## config.mk

```make
export PLATFORM = sky130hd
export DESIGN_NAME = ccd_readout_clkgen
export DESIGN_NICKNAME = d
export VERILOG_FILES = /design/src/rtl/ccd_clk_pkg.sv /design/src/rtl/ccd_clk_ctrl.sv /design/src/rtl/ccd_clk_datapath.sv /design/src/rtl/ccd_readout_clkgen.sv
export SDC_FILE = /design/constraint.sdc
export NUM_CORES = 1
export LEC_CHECK = 0
export CORE_MARGIN = 10
export CORE_UTILIZATION = 47
export DETAILED_ROUTE_END_ITERATION = 8
export DONT_BUFFER_PORTS = 1
export SLEW_MARGIN = 30
export SYNTH_ARGS = -nofsm -noshare
export SYNTH_HDL_FRONTEND = slang
export SYNTH_SLANG_ARGS = --single-unit
export TNS_END_PERCENT = 100
```

## constraint.sdc

```tcl
create_clock -name clk -period 7.75 [get_ports clk]
set_input_delay 1.55 -clock clk [delete_from_list [all_inputs] [get_ports clk]]
set_output_delay 1.55 -clock clk [all_outputs]
set_load 0.005 [all_outputs]
```

## src/rtl/ccd_clk_pkg.sv

```systemverilog
package ccd_clk_pkg;
  // Strobes from the sequencing control to the counting datapath
  typedef struct packed {
    logic restart;   // begin a new period: count to zero, sample configuration
    logic advance;   // step the count
    logic active;    // clocks running (not muted)
  } seqStrobes_t;

  localparam int unsigned MIN_PERIOD = 2;
endpackage

```

## src/rtl/ccd_clk_ctrl.sv

```systemverilog
module ccd_clk_ctrl
  import ccd_clk_pkg::*;
(
  input  logic        clk,
  input  logic        rst_n,
  input  logic        muteReq,
  input  logic        atEnd,
  output seqStrobes_t strobes,
  output logic        muted
);
  logic mutedNext;

  always_comb begin
    strobes.restart = 1'b0;
    strobes.advance = 1'b0;
    strobes.active  = ~muted;
    mutedNext       = muted;
    if (muted) begin
      if (!muteReq) begin
        strobes.restart = 1'b1;
        mutedNext       = 1'b0;
      end
    end else if (atEnd) begin
      if (muteReq) mutedNext = 1'b1;   // stop only at the boundary
      else         strobes.restart = 1'b1;
    end else begin
      strobes.advance = 1'b1;
    end
  end

  always_ff @(posedge clk or negedge rst_n) begin
    if (!rst_n) muted <= 1'b1;
    else        muted <= mutedNext;
  end
endmodule

```

## src/rtl/ccd_clk_datapath.sv

```systemverilog
module ccd_clk_datapath
  import ccd_clk_pkg::*;
#(
  parameter int unsigned CNT_W = 8
) (
  input  logic             clk,
  input  logic             rst_n,
  input  seqStrobes_t      strobes,
  input  logic [CNT_W-1:0] cfgPeriod,
  input  logic [CNT_W-1:0] cfgRstWidth,
  input  logic [CNT_W-1:0] cfgClampWidth,
  input  logic [CNT_W-1:0] cfgClampOffset,
  output logic             phase1,
  output logic             rstGate,
  output logic             clampGate,
  output logic             periodStart,
  output logic             atEnd
);
  localparam logic [CNT_W-1:0] PER_FLOOR = CNT_W'(MIN_PERIOD);

  logic [CNT_W-1:0] cnt;
  logic [CNT_W-1:0] perLat;
  logic [CNT_W-1:0] rstLat;
  logic [CNT_W-1:0] clWidthLat;
  logic [CNT_W-1:0] clOffLat;
  logic [CNT_W-1:0] perSel;
  logic [CNT_W-1:0] halfPer;
  logic [CNT_W:0]   clampEnd;

  assign perSel = (cfgPeriod < PER_FLOOR) ? PER_FLOOR : cfgPeriod;

  // configuration sampled only when a period begins
  always_ff @(posedge clk or negedge rst_n) begin
    if (!rst_n) begin
      cnt        <= '0;
      perLat     <= PER_FLOOR;
      rstLat     <= '0;
      clWidthLat <= '0;
      clOffLat   <= '0;
    end else if (strobes.restart) begin
      cnt        <= '0;
      perLat     <= perSel;
      rstLat     <= cfgRstWidth;
      clWidthLat <= cfgClampWidth;
      clOffLat   <= cfgClampOffset;
    end else if (strobes.advance) begin
      cnt <= cnt + 1'b1;
    end
  end

  assign atEnd    = (cnt == perLat - 1'b1);
  assign halfPer  = perLat >> 1;
  assign clampEnd = {1'b0, clOffLat} + {1'b0, clWidthLat};

  // Pulses decode from the count, which never passes perLat-1: clipping is free
  assign phase1      = ~strobes.active | (cnt < halfPer);
  assign rstGate     = strobes.active & (cnt < rstLat);
  assign clampGate   = strobes.active & (cnt >= clOffLat) & ({1'b0, cnt} < clampEnd);
  assign periodStart = strobes.active & (cnt == '0);
endmodule

```

## src/rtl/ccd_readout_clkgen.sv

```systemverilog
module ccd_readout_clkgen
  import ccd_clk_pkg::*;
#(
  parameter int unsigned CNT_W = 8
) (
  input  logic             clk,
  input  logic             rst_n,
  input  logic [CNT_W-1:0] cfgPeriod,
  input  logic [CNT_W-1:0] cfgRstWidth,
  input  logic [CNT_W-1:0] cfgClampWidth,
  input  logic [CNT_W-1:0] cfgClampOffset,
  input  logic             muteReq,
  output logic             phase1,
  output logic             phase2,
  output logic             rstGate,
  output logic             clampGate,
  output logic             periodStart,
  output logic             muted
);
  seqStrobes_t strobes;
  logic        atEnd;

  ccd_clk_ctrl u_ctrl (
    .clk     (clk),
    .rst_n   (rst_n),
    .muteReq (muteReq),
    .atEnd   (atEnd),
    .strobes (strobes),
    .muted   (muted)
  );

  ccd_clk_datapath #(.CNT_W(CNT_W)) u_dp (
    .clk            (clk),
    .rst_n          (rst_n),
    .strobes        (strobes),
    .cfgPeriod      (cfgPeriod),
    .cfgRstWidth    (cfgRstWidth),
    .cfgClampWidth  (cfgClampWidth),
    .cfgClampOffset (cfgClampOffset),
    .phase1         (phase1),
    .rstGate        (rstGate),
    .clampGate      (clampGate),
    .periodStart    (periodStart),
    .atEnd          (atEnd)
  );

  assign phase2 = ~phase1;
endmodule

```

==> results of run 1 <==
[kinds of logic (layout without fill, tap and decap cells)]
kind of cell | Yosys count | count (layout)
xor gates and xnor gates | 15 | 15
DFF | 41 | 41
adders and majority gates | 40 | 40
and+or+nand+nor | 60 | 60
buffers and inverters | 41 | 38
AOI/OAI and AO/OA | 60 | 60
muxes | 35 | 35
[flip-flops by register name, summed over array words and instances (netlist names)]
| signal | flops |
|---|---|
| u_ctrl.muted | 1 |
| u_dp.clOffLat | 8 |
| u_dp.clWidthLat | 8 |
| u_dp.cnt | 8 |
| u_dp.perLat | 8 |
| u_dp.rstLat | 8 |
[per-stage QoR]
step           setup slack [ns]  power, uW
3_5_place_dp               3.00        219
3_3_place_gp               3.07        219
2_1_floorplan              3.43        220
6_report                   2.72        388
5_1_grt                    2.34        404
4_1_cts                    2.66        394
[routing by layer]
layer | vias up | global-route usage | part of all wire | wire, um
met5 | - | 0 | 0 | 0
met4 | 0 | 0.0423 | 0.014 | 87
met3 | 8 | 0.0371 | 0.052 | 330
met2 | 41 | 0.197 | 0.45 | 2850
met1 | 1018 | 0.171 | 0.49 | 3100
li1 | 1038 | - | - | -
[how the worst max path moves through the flow]
| stage | slack, ns | to | start | cells after the start |
|---|---|---|---|---|
| 2_1_floorplan | 3.43 | clampGate | u_dp.clOffLat[1] | 12 |
| 3_3_place_gp | 3.07 | clampGate | u_dp.clOffLat[1] | 12 |
| 3_5_place_dp | 3.00 | clampGate | u_dp.clOffLat[1] | 12 |
| 4_1_cts | 2.66 | clampGate | u_dp.clOffLat[0] | 13 |
| 5_1_grt | 2.34 | clampGate | u_dp.clOffLat[0] | 13 |
| 6_report | 2.72 | clampGate | u_dp.clOffLat[0] | 13 |
[area by class of cell]
cell class	instances	share of cell area
Multi-Input combinational cell	210	0.588
Sequential cell	41	0.314
Inverter	29	0.0333
Tap cell	77	0.0295
Clock buffer	6	0.0222
Clock inverter	2	0.0107
Timing Repair Buffer	1	0.00230
[cell usage in the layout, fill, tap and decap left out, types with 6 or more instances in the layout]
| cell type | synthesis | final |
|---|---|---|
| a21oi_1 | 7 | 7 |
| dfrtp_1 | 39 | 39 |
| inv_1 | 29 | 29 |
| nand2_1 | 12 | 12 |
| a211oi_1 | 6 | 6 |
| o21ai_0 | 8 | 8 |
| xor2_1 | 10 | 10 |
| mux2_4 | 28 | 28 |
| ha_1 | 39 | 39 |
| nor2_1 | 9 | 9 |
| a21o_1 | 7 | 7 |
[power groups by stage]
stage,Clock (uW),Sequential [uW],Combinational (uW)
global placement,0,218,1.17
detailed placement,0,218,1.16
finish,173,214,1.14
CTS,179,214,1.17
floorplan,0,218,1.74
global route,188,214,1.22
[worst max-delay path, cell delays in order, from the launching register on]
cell and delay (ns):
dfrtp_1 0.39, ha_1 0.19, inv_1 0.06, fa_1 0.39, nor2b_1 0.12, o21ai_0 0.10, a21boi_0 0.27, o21ai_0 0.12
a21o_1 0.16, ha_1 0.29, and3_1 0.20, o211ai_1 0.10, a311oi_1 0.12, a2111oi_0 0.67
==> flow_summary.json, run 1 <==
{
  "hold_depth": 1,
  "final_cells": 366,
  "antenna_left": 0,
  "synth_commonest_cells": "dfrtp_1, ha_1, inv_1",
  "synth-edff-count": 0,
  "synth.top_cell.area_share": 0.306,
  "setup_viol": 0,
  "fin_skew_ns": 0.0115,
  "synth_top_area_cell": "dfrtp_1",
  "seq_area_sq_mm": 0.00103,
  "post-cts-setup-buffers": 0,
  "finalCriticalPeriod_ns": 5.03,
  "firstDrtPassIters": 4,
  "post-route-period-util": 0.649,
  "min_from": "u_dp.rstLat[3]",
  "pwr-share-comb": 0.003,
  "fmax_mhz": 199,
  "outcome": "complete, no violations",
  "start_kind": "register",
  "async_reset_ff_frac": 1.00,
  "p_sw_frac": 0.199,
  "fin_util": 0.506,
  "cts-root-buf": "clkbuf_8",
  "hold_end": "u_dp.rstLat[3]",
  "synth_fp_nets": 367,
  "port_buffers": 0,
  "synth_cell_type_count": 55,
  "die_h_um": 102,
  "dpl.cell_count": 358,
  "grt_max_degree": 42,
  "dp_hpwl_um": 4660,
  "grt_overflow": 0,
  "core_sq_mm": 0.00646,
  "synth.cell_area_sq_mm": 0.00319,
  "synth_seq_cells": 41,
  "drv_cap": 0,
  "synthCells": 292,
  "rsz0062_at_grt": "false",
  "path_class": "register to primary output",
  "synth_mux_area_frac": 0.154,
  "cts_max_level": 2,
  "antenna_found_initial": 0,
  "ctsHoldBuffers": 0,
  "drc_errors": 0,
  "die_w_um": 102,
  "viasPerCell": 5.75,
  "reg2reg_slack_ns": 4.68,
  "grt_pass1_vias": 2156,
  "synth.area.top_cells": "dfrtp_1, ha_1, mux2_4",
  "fin_area_sq_mm": 0.00327,
  "cts_made_buffers": 5,
  "ys.flop_type": "dfrtp_1",
  "seq_area_frac_synth": 0.322,
  "worstSkewPairLatency_ns": 0.30,
  "tns_ns": 0,
  "r2r_cells": 9,
  "rr_startpoint": "u_dp.perLat[1]",
  "synth_top_family_by_area": "adder cells",
  "drt_iter0_drc": 83,
  "wl_um": 6360,
  "hold_class": "register to register",
  "antenna_cells": 0,
  "cts_tree": "yes",
  "p_clk_frac": 0.445,
  "synth-adder-area-share": 0.159,
  "endpoint_kind": "primary output",
  "nNetsFinal": 363,
  "holdWs_ns": 0.513,
  "cts-resized-gates": 0,
  "relSlewSlack": 0.516,
  "cts_sinks": 41,
  "multiInputGateArea_sq_mm": 0.00192,
  "power_leakage_uw": 0.00158,
  "die-area_sq_mm": 0.0105,
  "critPathArrivalTime_ns": 3.48,
  "seq_power_share": 0.552,
  "gp_congestion": 0.796,
  "floorplan.io_pins": 41,
  "clk_pin_slew_ns": 0.08,
  "synth_xor_area_frac": 0.0411,
  "synthSimpleGateAreaFrac": 0.102,
  "reg2reg_to": "u_dp.perLat[7]",
  "tightest_slew_ns": 0.708,
  "cp_max_fo": 3,
  "internal_power_uw": 310,
  "p_per_area_mw_per_mm2": 118,
  "post_dp_cell_area_sq_mm": 0.00316,
  "ir_drop_v": 0.0000857,
  "switchingPower_uw": 77.1,
  "drive_above_1_share": 0.183,
  "hold_viol": 0,
  "rows": 29,
  "globalRouteTotalUtil": 0.129,
  "num_vias": 2105,
  "grt_pass1_wl_um": 10900,
  "required_ns": 6.20,
  "synth-compound-area-share": 0.145,
  "start_util": 0.494,
  "synth_warnings": 0,
  "avgRoutedWirePerCell_um": 17.4,
  "area_delta_synth_final_pct": 2.43,
  "cts.path.max_buffers": 2,
  "slew_violations": 0,
  "final.fill_count": 591,
  "postSynthAreaPerCell_sq_um": 10.9
}
Note: power is estimated with default switching activity, not from simulation.
==> run 2: changes to the inputs <==
Settings changed: ABC_AREA set to 1.
Clock period 7.75 ns to 4.61 ns, I/O delays scaled along.
==> run 2 against run 1 <==
Clock skew down 0.0061 ns; highest routed layer unchanged; non-clock buffer count unchanged; sequential cell count did not move; sequential power increased to 3.4 times the previous value; routed wire length increased by 13%; largest power group is now combinational cells; count of clock-buffer cells in the layout is the same; final cell count grew 36%; global-route usage is 1.6 points higher; synthesized cell count is 45% higher; worst hold slack lost 0.20 ns; register-to-register slack got worse by 2.8 ns; critical path depth up 1.
==> flow_summary.json, run 2 <==
{
  "outcome": "complete, no violations",
  "cts_made_buffers": 5,
  "synth-adder-area-share": 0.164,
  "setup_viol": 0,
  "fin_util": 0.504,
  "required_ns": 3.69,
  "critPathArrivalTime_ns": 2.98,
  "cts_max_level": 2,
  "synth_fp_nets": 499,
  "dp_hpwl_um": 5440,
  "synth.area.top_cells": "dfrtp_1, ha_1, nand2_1",
  "pre_cts_slack_ns": 1.03,
  "synth_top_family_by_area": "simple AND/OR/NAND/NOR gates",
  "synth.top_cell.area_share": 0.314,
  "async_reset_ff_frac": 1.00,
  "cts_sinks": 41,
  "die_w_um": 101,
  "cts-resized-gates": 0,
  "rows": 29,
  "synthCells": 424,
  "grt_overflow": 0,
  "tns_ns": 0,
  "globalRouteTotalUtil": 0.145,
  "fmax_mhz": 256,
  "die_h_um": 101,
  "cp_max_fo": 3,
  "wl_um": 7170,
  "antenna_cells": 0,
  "fin_area_sq_mm": 0.00322,
  "core_sq_mm": 0.00639,
  "ctsHoldBuffers": 0,
  "drv_cap": 0,
  "synth_xor_area_frac": 0.0395,
  "ys.flop_type": "dfrtp_1",
  "drive_above_1_share": 0.0309,
  "start_kind": "register",
  "start_util": 0.486,
  "firstDrtPassIters": 4,
  "seq_area_frac_synth": 0.331,
  "tightest_slew_ns": 0.843,
  "path_class": "register to primary output",
  "synth_warnings": 0,
  "fin_skew_ns": 0.00534,
  "finalCriticalPeriod_ns": 3.90,
  "synth_seq_cells": 41,
  "grt_pass1_vias": 2527,
  "synth_cell_type_count": 30,
  "relSlewSlack": 0.434,
  "post_dp_cell_area_sq_mm": 0.00313,
  "final_cell_mix": "nand2_1, nand3_1, inv_1",
  "hold_viol": 0,
  "cts-root-buf": "clkbuf_8",
  "rsz0062_at_grt": "false",
  "area_delta_synth_final_pct": 3.66,
  "total_power_uw": 2410,
  "die-area_sq_mm": 0.0103,
  "synth_top_area_cell": "dfrtp_1",
  "gp_congestion": 0.857,
  "yosysMostFrequentCell": "nand2_1",
  "cts_tree": "yes",
  "post-route-period-util": 0.846,
  "fin_ws_ns": 0.709,
  "num_vias": 2649,
  "cts.path.max_buffers": 2,
  "post-cts-setup-buffers": 0,
  "crit_buf_inv": 1,
  "critPathSlowestCell": "fa_1",
  "viasPerCell": 5.32,
  "antenna_found_initial": 0,
  "drt_iter0_drc": 145,
  "power_leakage_uw": 0.00171,
  "floorplan.io_pins": 41,
  "avgRoutedWirePerCell_um": 14.4,
  "antenna_left": 0,
  "hold_class": "input pin to async pin",
  "synth_commonest_cells": "nand2_1, nand3_1, inv_1",
  "port_buffers": 0,
  "slew_violations": 0,
  "postSynthAreaPerCell_sq_um": 7.33,
  "nNetsFinal": 495,
  "grt_pass1_wl_um": 12300,
  "synthSimpleGateAreaFrac": 0.304,
  "p_per_area_mw_per_mm2": 749,
  "synth.cell_area_sq_mm": 0.00311,
  "synth-edff-count": 0,
  "ir_drop_v": 0.000278,
  "final_common_cell": "nand2_1",
  "synth-compound-area-share": 0.0741,
  "cpLargestDelayFamily": "adder cells",
  "cp_cell_sequence": "ha_1 -> inv_1 -> fa_1 -> o21ai_0 -> a21oi_1 -> nor2_1 -> nor2_1 -> xor2_1 -> ha_1 -> a21oi_1 -> o21ai_0 -> a21oi_1 -> nand2_1 -> nor2_1",
  "clk_pin_slew_ns": 0.08,
  "worstSkewPairLatency_ns": 0.30,
  "endpoint_kind": "primary output",
  "critPathMaxStageDelay_ns": 0.40,
  "grt_max_degree": 42,
  "synth_mux_area_frac": 0,
  "drc_errors": 0
}
-- run 2: final cells by class --
cell class              instances  area, sq um
inverters                      52          195
clock buffers                   6         72.6
flip-flops and latches         41         1030
fillers                       650         3170
clock inverters                 2         15.0
well taps                      77         96.3
multi-input cells             319         1810
repair buffers                  1         7.51
-- run 2: cell families (layout without fill, tap and decap cells) --
kind of cell / count (synthesis) / count (layout)
and+or+nand+nor: 224 / 224
buffers and inverters: 64 / 61
AOI/OAI and AO/OA: 41 / 41
DFF: 41 / 41
adders and majority gates: 40 / 40
xor gates and xnor gates: 14 / 14
-- run 2: per-layer routing --
layer	vias up	track usage	part of all wire
li1	1375	-	-
met3	6	0.0286	0.038
met1	1213	0.211	0.52
met2	55	0.211	0.43
met4	0	0.0418	0.011
met5	-	0	0
-- run 2: power by group --
part           internal [uW]  total, uW  leakage (uW)  switching (uW)
Sequential               522        732      0.000518             211
Combinational            595       1440       0.00115             845
Clock                    107        241     0.0000374             134
Total                   1220       2410       0.00171            1190
-- run 2: worst paths after layout --
path,startpoint,to,slack (ns),cells after the start
worst max register to register,u_dp.perLat[1],u_dp.clWidthLat[3],1.92,12
worst min register to register,u_dp.rstLat[4],u_dp.rstLat[4],0.47,2
worst max-delay path,u_dp.clOffLat[0],clampGate,0.71,14
max in group asynchronous,rst_n,u_dp.perLat[1],4.11,0
min in group clk,u_dp.rstLat[4],u_dp.rstLat[4],0.47,2
worst min-delay path,rst_n,u_dp.clWidthLat[4],0.31,0
-- run 2: metrics by stage --
stage,instances,hold WS (ns)
after floorplan,424,0.436
after global placement,490,0.457
after detailed placement,490,0.458
after CTS,498,0.295
after global routing,498,0.287
final,498,0.308
==> run 3: changes to the inputs <==
Settings changed: ABC_AREA 1 to 0.
Clock period 4.61 ns to 3.15 ns, I/O delays scaled along.
==> run 3 against run 2 <==
The run now ends with setup timing left; sequential cell count did not move; non-clock buffer count increased by 29; final cell count fell by 21%; critical path type unchanged; largest cell class unchanged.
==> flow_summary.json, run 3 (synthesized netlist as in run 1, its figures left out) <==
{
  "drv_cap": 0,
  "cts_max_level": 2,
  "reg2reg_to": "u_dp.clOffLat[5]",
  "rr_startpoint": "u_dp.perLat[1]",
  "antenna_left": 0,
  "final_cells": 395,
  "hold_class": "input pin to async pin",
  "p_sw_frac": 0.215,
  "cts_made_buffers": 5,
  "critPathSlowestCell": "dfrtp_1",
  "violations": "setup timing",
  "tightest_slew_ns": 0.565,
  "finalCriticalPeriod_ns": 3.74,
  "wl_um": 6800,
  "switchingPower_uw": 188,
  "die-area_sq_mm": 0.0105,
  "die_h_um": 102,
  "final.fill_count": 594,
  "grt_overflow": 0,
  "ir_drop_v": 0.000139,
  "r2r_cells": 9,
  "cts.path.max_buffers": 2,
  "grt_pass1_wl_um": 11100,
  "relSlewSlack": 0.618,
  "antenna_found_initial": 0,
  "outcome": "finished with violations",
  "seq_power_share": 0.603,
  "dpl.cell_count": 381,
  "cp_cell_sequence": "ha_1 -> a21o_1 -> a21oi_2 -> nor2b_1 -> o21ai_1 -> nor2b_2 -> xor2_1 -> ha_1 -> a21o_1 -> a211oi_2 -> a311oi_2 -> a2111oi_2 -> buf_4",
  "nNetsFinal": 392,
  "avgRoutedWirePerCell_um": 17.2,
  "post_dp_cell_area_sq_mm": 0.00335,
  "cts_tree": "yes",
  "grt_pass1_vias": 2285,
  "cts-root-buf": "clkbuf_8",
  "num_vias": 2208,
  "drc_errors": 0,
  "hold_viol": 0,
  "dp_hpwl_um": 4920,
  "critPathMaxStageDelay_ns": 0.39,
  "pwr-share-comb": 0.014,
  "rows": 29,
  "floorplan.io_pins": 41,
  "post-route-period-util": 1.19,
  "start_kind": "register",
  "required_ns": 2.52,
  "antenna_cells": 0,
  "slew_violations": 0,
  "gp_congestion": 0.775,
  "path_class": "register to primary output",
  "setup_viol": 1,
  "fmax_mhz": 267,
  "fin_area_sq_mm": 0.00352,
  "fin_ws_ns": -0.589,
  "drt_iter0_drc": 30,
  "die_w_um": 102,
  "power_leakage_uw": 0.00172,
  "reg2reg_slack_ns": 0.29,
  "drive_above_1_share": 0.280,
  "critPathArrivalTime_ns": 3.11,
  "start_util": 0.494,
  "worstSkewPairLatency_ns": 0.30,
  "area_delta_synth_final_pct": 10.1,
  "fin_skew_ns": 0.00593,
  "globalRouteTotalUtil": 0.132,
  "p_per_area_mw_per_mm2": 248,
  "grt_max_degree": 42,
  "rsz0062_at_grt": "true",
  "port_buffers": 0,
  "final_common_cell": "dfrtp_1",
  "core_sq_mm": 0.00646,
  "cts_sinks": 41,
  "endpoint_kind": "primary output",
  "internal_power_uw": 685,
  "clk_pin_slew_ns": 0.08,
  "final_cell_mix": "dfrtp_1, ha_1, inv_1, mux2_4, buf_4",
  "p_clk_frac": 0.383,
  "cp_max_fo": 2,
  "viasPerCell": 5.59,
  "pre_cts_slack_ns": -0.380,
  "total_power_uw": 872,
  "firstDrtPassIters": 4
}
==> run 3: worst max-delay path, delay by kind of cell (launching register included) <==
family | cells | cell delay, ns
compound gates | 7 | 1.30
flops | 1 | 0.39
fa+ha+maj | 2 | 0.55
buf+inv | 1 | 0.18
simple gates | 2 | 0.23
xor+xnor | 1 | 0.16
==> run 3: per-stage QoR <==
step	hold slack (ns)	TNS [ns]	util
finish	0.0233	-0.589	0.545
global route	0.00148	-0.818	0.545
CTS	0.00871	-0.677	0.540
detailed placement	0.336	-0.380	0.519
global placement	0.336	-0.346	0.519
floorplan	0.334	-0.0240	-
==> run 3: layout make-up <==
class / count / area [sq um] / share of cell area
Sequential cell: 41 / 1030 / 0.292
Clock inverter: 2 / 10.0 / 0.00285
Timing Repair Buffer: 30 / 233 / 0.0662
Clock buffer: 6 / 72.6 / 0.0206
Inverter: 29 / 109 / 0.0309
Tap cell: 77 / 96.3 / 0.0274
Multi-Input combinational cell: 210 / 1970 / 0.560
==> run 3: how the worst max path moves through the flow <==
stage | start | slack, ns | end | cells past startpoint
after global routing | u_dp.clWidthLat[1] | -0.82 | clampGate | 13
final | u_dp.clWidthLat[1] | -0.59 | clampGate | 13
after detailed placement | u_dp.clWidthLat[0] | -0.38 | clampGate | 14
after CTS | u_dp.clWidthLat[1] | -0.68 | clampGate | 13
after floorplan | u_dp.clOffLat[0] | -0.02 | clampGate | 13
after global placement | u_dp.clWidthLat[0] | -0.35 | clampGate | 14
==> run 3: routing by layer <==
metal,GRT usage,wire (um),share of wire
met1,0.163,3250,0.48
met3,0.0425,382,0.056
met5,0,0,0
met4,0.0358,66,0.0097
met2,0.217,3100,0.46
==> run 3: timing repair <==
action	4_1_cts	5_1_grt
hold buffers	0	3
setup buffers	3	0
pin swaps	6	1
endpoints found under the hold margin	0	5
setup endpoints to repair	1	1
gates resized for setup	4	0
==> run 3: power by group through the flow <==
stage	clock network [uW]	registers (uW)	logic (uW)
final	334	526	12.4
after global routing	377	526	13.8
after CTS	354	526	3.00
after detailed placement	0	536	2.92
after global placement	0	536	3.00
after floorplan	0	536	4.28
